## config.mk

```make
export PLATFORM = sky130hd
export DESIGN_NAME = uart_txde
export DESIGN_NICKNAME = d
export VERILOG_FILES = /design/src/rtl/uart_txde_pkg.sv /design/src/rtl/uart_txde_dp.sv /design/src/rtl/uart_txde_ctrl.sv /design/src/rtl/uart_txde.sv
export SDC_FILE = /design/constraint.sdc
export NUM_CORES = 1
export LEC_CHECK = 0
export ABC_AREA = 1
export BUFFER_PORTS_ARGS = -buffer_cell sky130_fd_sc_hd__buf_4
export CAP_MARGIN = 20
export CORE_MARGIN = 5
export CORE_UTILIZATION = 57
export CTS_CLUSTER_DIAMETER = 120
export DETAILED_ROUTE_END_ITERATION = 8
export PLACE_DENSITY = 0.81
export SLEW_MARGIN = 20
export SYNTH_ARGS = -nofsm -noshare
export SYNTH_HDL_FRONTEND = slang
export SYNTH_SLANG_ARGS = --single-unit
```

## constraint.sdc

```tcl
create_clock -name clk -period 3.34 [get_ports clk]
set_input_delay 0.334 -clock clk [delete_from_list [all_inputs] [get_ports clk]]
set_output_delay 0.334 -clock clk [all_outputs]
set_load 0.02 [all_outputs]
```

## src/rtl/uart_txde_pkg.sv

```systemverilog
package uart_txde_pkg;

  typedef enum logic [2:0] {
    ST_IDLE,
    ST_LEAD,
    ST_START,
    ST_DATA,
    ST_STOP,
    ST_TRAIL
  } txState_t;

  typedef enum logic [1:0] {
    LINE_MARK,
    LINE_START,
    LINE_DATA
  } lineSel_t;

  typedef struct packed {
    logic     load;
    logic     shift;
    lineSel_t lineSel;
  } dpStrobe_t;

endpackage

```

## src/rtl/uart_txde_dp.sv

```systemverilog
module uart_txde_dp
  import uart_txde_pkg::*;
#(
  parameter int DATA_W = 8
) (
  input  logic              clk,
  input  logic              rstN,
  input  logic [DATA_W-1:0] inData,
  input  dpStrobe_t         strobe,
  output logic              txLine
);

  logic [DATA_W-1:0] shiftReg;

  always_ff @(posedge clk) begin
    if (!rstN) begin
      shiftReg <= '0;
    end else if (strobe.load) begin
      shiftReg <= inData;
    end else if (strobe.shift) begin
      shiftReg <= {1'b0, shiftReg[DATA_W-1:1]};
    end
  end

  always_comb begin
    case (strobe.lineSel)
      LINE_START: txLine = 1'b0;
      LINE_DATA:  txLine = shiftReg[0];
      default:    txLine = 1'b1;
    endcase
  end

  // a byte is never loaded in the same cycle a data bit is shifted out
  assert_strobe_excl_R2: assert property (@(posedge clk) disable iff (!rstN)
    !(strobe.load && strobe.shift));

endmodule

```

## src/rtl/uart_txde_ctrl.sv

```systemverilog
module uart_txde_ctrl
  import uart_txde_pkg::*;
#(
  parameter int DIV_W  = 16,
  parameter int DATA_W = 8
) (
  input  logic             clk,
  input  logic             rstN,
  input  logic [DIV_W-1:0] divisor,
  input  logic             inValid,
  input  logic             ctsN,
  output logic             inReady,
  output logic             txActive,
  output dpStrobe_t        strobe
);

  localparam int CW    = DIV_W + 1;
  localparam int IDX_W = (DATA_W > 1) ? $clog2(DATA_W) : 1;
  localparam logic [IDX_W-1:0] LAST_IDX = IDX_W'(DATA_W - 1);

  txState_t         state, stateNext;
  logic [DIV_W-1:0] cnt;
  logic [CW-1:0]    cntNext;
  logic [IDX_W-1:0] bitIdx;
  logic             ctsMeta, ctsSync;
  logic             tick, accept, windowOpen;

  // two-flop synchroniser, resets to "not clear"
  always_ff @(posedge clk) begin
    if (!rstN) begin
      ctsMeta <= 1'b1;
      ctsSync <= 1'b1;
    end else begin
      ctsMeta <= ctsN;
      ctsSync <= ctsMeta;
    end
  end

  assign cntNext    = {1'b0, cnt} + CW'(1);
  assign tick       = cntNext >= {1'b0, divisor};
  assign windowOpen = (state == ST_IDLE) || (state == ST_TRAIL);
  assign inReady    = windowOpen && !ctsSync;
  assign accept     = inValid && inReady;
  assign txActive   = (state != ST_IDLE);

  always_comb begin
    stateNext = state;
    case (state)
      ST_IDLE:  if (accept) stateNext = ST_LEAD;
      ST_LEAD:  if (tick) stateNext = ST_START;
      ST_START: if (tick) stateNext = ST_DATA;
      ST_DATA:  if (tick && bitIdx == LAST_IDX) stateNext = ST_STOP;
      ST_STOP:  if (tick) stateNext = ST_TRAIL;
      ST_TRAIL: begin
        if (accept)    stateNext = ST_START;
        else if (tick) stateNext = ST_IDLE;
      end
      default:  stateNext = ST_IDLE;
    endcase
  end

  always_ff @(posedge clk) begin
    if (!rstN) begin
      state  <= ST_IDLE;
      cnt    <= '0;
      bitIdx <= '0;
    end else begin
      state <= stateNext;
      if (stateNext != state || tick || state == ST_IDLE) cnt <= '0;
      else cnt <= cnt + DIV_W'(1);
      if (state != ST_DATA) bitIdx <= '0;
      else if (tick)        bitIdx <= bitIdx + IDX_W'(1);
    end
  end

  always_comb begin
    strobe.load  = accept;
    strobe.shift = (state == ST_DATA) && tick;
    case (state)
      ST_START: strobe.lineSel = LINE_START;
      ST_DATA:  strobe.lineSel = LINE_DATA;
      default:  strobe.lineSel = LINE_MARK;
    endcase
  end

  // ready drops right after a byte is taken
  assert_ready_drop_R8: assert property (@(posedge clk) disable iff (!rstN)
    (inValid && inReady) |=> !inReady);

  // a byte is only taken when the pin was low two edges earlier
  assert_cts_gate_R7: assert property (@(posedge clk) disable iff (!rstN)
    (inValid && inReady) |-> ($past(ctsN, 2) == 1'b0));

  // driver enable is on after any acceptance
  assert_active_after_accept_R4: assert property (@(posedge clk) disable iff (!rstN)
    (inValid && inReady) |=> txActive);

endmodule

```

## src/rtl/uart_txde.sv

```systemverilog
module uart_txde
  import uart_txde_pkg::*;
#(
  parameter int DIV_W  = 16,
  parameter int DATA_W = 8
) (
  input  logic              clk,
  input  logic              rstN,
  input  logic [DIV_W-1:0]  divisor,
  input  logic [DATA_W-1:0] inData,
  input  logic              inValid,
  output logic              inReady,
  input  logic              ctsN,
  output logic              txLine,
  output logic              txActive
);

  dpStrobe_t strobe;

  uart_txde_ctrl #(.DIV_W(DIV_W), .DATA_W(DATA_W)) u_ctrl (
    .clk      (clk),
    .rstN     (rstN),
    .divisor  (divisor),
    .inValid  (inValid),
    .ctsN     (ctsN),
    .inReady  (inReady),
    .txActive (txActive),
    .strobe   (strobe)
  );

  uart_txde_dp #(.DATA_W(DATA_W)) u_dp (
    .clk    (clk),
    .rstN   (rstN),
    .inData (inData),
    .strobe (strobe),
    .txLine (txLine)
  );

  // the line rests at mark whenever the driver is off
  assert_idle_mark_R1: assert property (@(posedge clk) disable iff (!rstN)
    !txActive |-> txLine);

  // the enable rises over a mark line, never directly into a start bit
  assert_lead_mark_R4: assert property (@(posedge clk) disable iff (!rstN)
    $rose(txActive) |-> txLine);

endmodule

```

==> reports/qor_table.md <==
| Quantity | This run | Unit |
|:---|:---|:---|
| Run status | finished, final reports clean | - |
| Die Width | 71.4 | µm |
| CP arrival | 3290 | ps |
| Time the worst path needs with I/O delays and setup | 3060 | ps |
| Cell area power density | 280 | mW/mm² |
| Number of global-route vias before repair | 1754 | - |
| Maximum buffer depth of the clock tree | 2 | - |
| Initial antenna violation count | 0 | - |
| DRT iter0 DRCs | 78 | - |
| # setup viols final | 0 | - |
| Part of the Yosys area used for sequential elements | 0.299 | - |
| Highest net fanout along the worst path | 8 | - |
| Number of warning messages in the yosys log | 0 | - |
| Clock Latency Late Sink | 290 | ps |
| Maximum number of pins on one net before global-route repair | 17 | - |
| Reg2reg start | u_ctrl.cnt[0] | - |
| Total Power | 726 | µW |
| Most used flip-flop cell after synthesis | dfxtp_1 | - |
| Slew @ Worst Pin | 478 | ps |
| Total non-filler cell area in the finished layout | 0.00260 | mm² |
| Count of distinct cell types in the synthesized netlist | 33 | - |
| Detailed Routing Iterations Pass 1 | 4 | - |
| Routed wire length | 4080 | µm |
| Post-synth top area cell | dfxtp_1 | - |
| Largest clock skew in the final design | 7.75 | ps |
| Req. time, crit path | 3570 | ps |
| Share of flip-flops with an asynchronous set or reset | 0 | - |
| Max-slew headroom at the worst pin | 0.680 | - |
| Wire length of the first global-routing pass | 6970 | µm |
| Total Routing Usage GR | 0.171 | - |
| Clock tree from TritonCTS | yes | - |
| Kind of critical path | register to register | - |
| Start point of the critical path | u_ctrl.cnt[0] | - |
| DPL Wire Length | 3130 | µm |
| Cells after Synth | 308 | - |
| Placement-stage worst setup slack | 99.3 | ps |
| Number of maximum-capacitance violations | 0 | - |
| Post-layout worst setup margin | 279 | ps |
| Maximum ir drop on the vdd rail | 0.182 | mV |
| Remaining routing DRC violations | 0 | - |
| Sum of overflow across all layers after global routing | 0 | - |
| Min-Delay Path Class | input pin to register | - |
| Sink Count | 32 | - |
| CTS hold repair buffers | 0 | - |
| Final core area utilization | 0.709 | - |
| Post-synthesis area per instance | 6.97 | µm² |
| Ranking of synthesized cells by instance count | nand2_1 (88), inv_1 (54), dfxtp_1 (32) | - |
| Cell area after technology mapping | 0.00215 | mm² |
| Post-DR wirelength/cell | 10.3 | µm |
| Total count of hold-check failures in the final report | 0 | - |
| Synthesis-to-finish area growth | 21.0 | % |
| Fmax | 327 | MHz |
| Root Buffer | clkbuf_8 | - |
| Fraction of final layout cells sized beyond drive strength 1 | 0.223 | - |
| Syn Nets | 355 | - |
| Starting density of the core | 0.586 | - |
| Clock-pin slew on the worst setup and hold paths | 70 | ps |
| Number of clock buffers inserted by TritonCTS | 5 | - |
| Number of pins with negative max-slew slack in the final report | 0 | - |
| Portion of synthesized cell area occupied by the leading cell type | 0.299 | - |
| I/O pin count | 31 | - |
| Number of vias after detailed routing | 1880 | - |
| Startpoint class of the critical path | register | - |
| Type of element capturing the critical path | register | - |
| Area enclosed by the die boundary | 0.00509 | mm² |
| Diodes inserted | 0 | - |
| Area contributors post-synth | dfxtp_1 (30%), nand2_1 (15%), ha_1 (11%), inv_1 (9.4%), nor2_4 (5.8%) | - |
| Layout net count | 396 | - |
| Avg Vias per Cell | 4.74 | - |
| Standard-cell row count | 22 | - |
| Hold path startpoint | ctsN | - |
| Share of the clock period used by the worst path after layout | 0.916 | - |
| EDFF count, synth | 0 | - |
| Die span in y | 71.4 | µm |
| GPL Wtd Cong | 0.882 | - |
| Leading cell type by number of instances after synthesis | nand2_1 | - |
| Register bit count reported by yosys | 32 | - |
| Floorplan core area | 0.00366 | mm² |
| Antenna-violating nets left | 0 | - |
| Leakage power total | 1.28 | nW |
| Number of input and output port buffers inserted | 30 | - |
| Cell area after placement | 0.00242 | mm² |
| Max H-tree Level | 2 | - |
## through the flow
step / hold WS, ps / std cells / setup TNS [ps]
2_1_floorplan: 393 / 308 / 0
3_3_place_gp: 395 / 386 / 0
3_5_place_dp: 400 / 386 / 0
4_1_cts: 229 / 393 / 0
5_1_grt: 233 / 397 / -202
6_report: 232 / 397 / 0
## metal layers
metal / part of all wire / up-vias / global-route usage
met5: 0 / - / 0
met4: 0.021 / 0 / 0.0877
met3: 0.045 / 7 / 0.0379
met2: 0.48 / 32 / 0.282
met1: 0.45 / 820 / 0.209
li1: - / 1021 / -
## cell type report
cell class              count  area (µm²)
multi-input cells         216        1330
fillers                   331        1060
flip-flops and latches     32         641
repair buffers             36         270
inverters                  58         220
clock buffers               6        72.6
well taps                  48        60.1
clock inverters             1        5.00
## timing repair
| item | CTS | global route |
|---|---|---|
| setup endpoints to repair | 0 | 30 |
| buffers inserted | 0 | 3 |
| gates resized for setup | 0 | 14 |
## report_power, final
group | leakage [nW] | total [mW] | internal, mW | switching, mW
combinational | 0.986 | 0.0586 | 0.0316 | 0.0270
sequential | 0.258 | 0.385 | 0.384 | 0.00129
clock | 0.0410 | 0.283 | 0.141 | 0.141
## cells in the final DEF, fill, tap and decap left out, types with 11 or more instances in the layout
cell     instances
a21oi_1         17
buf_4           36
dfxtp_1         32
ha_1            18
inv_1           54
nand2_1         88
nand3_1         11
nor2_1          23
nor2_4          11
## path summary, 6_finish.rpt
kind	to	slack [ps]	cells past startpoint
max	u_ctrl.cnt[13]	280	17
min	u_ctrl.ctsMeta	230	2
max reg2reg	u_ctrl.cnt[13]	280	17
min reg2reg	u_ctrl.ctsSync	410	1
## kinds of logic (layout without fill, tap and decap cells)
family	Yosys count	count (layout)	synth area share
AO/OA/AOI/OAI	28	28	0.0741
XOR/XNOR	11	11	0.0449
adder cells (fa/ha/maj)	19	19	0.111
buffers and inverters	61	101	0.115
flip-flops	32	32	0.299
AND/OR/NAND/NOR	157	158	0.356
## critical path: stages (launching register included)
cell and delay (ps):
dfxtp_1 400, ha_2 220, nand2_2 70, nor2_4 150, nand2_4 90, nor2_2 120, nand4_1 140, xor2_2 250
inv_1 70, ha_1 280, nand2_1 90, nor2_1 60, a21boi_2 160, nor2_2 180, nand4_1 190, o211ai_4 220
nand2_8 180, nor2_4 100
## state kept, by name, summed over array words and instances, names as in the netlist
register,cells
u_ctrl.state,3
u_ctrl.ctsMeta,1
u_ctrl.bitIdx,3
u_ctrl.ctsSync,1
u_dp.shiftReg,8
u_ctrl.cnt,16
Power figures use the tool's default switching activity.
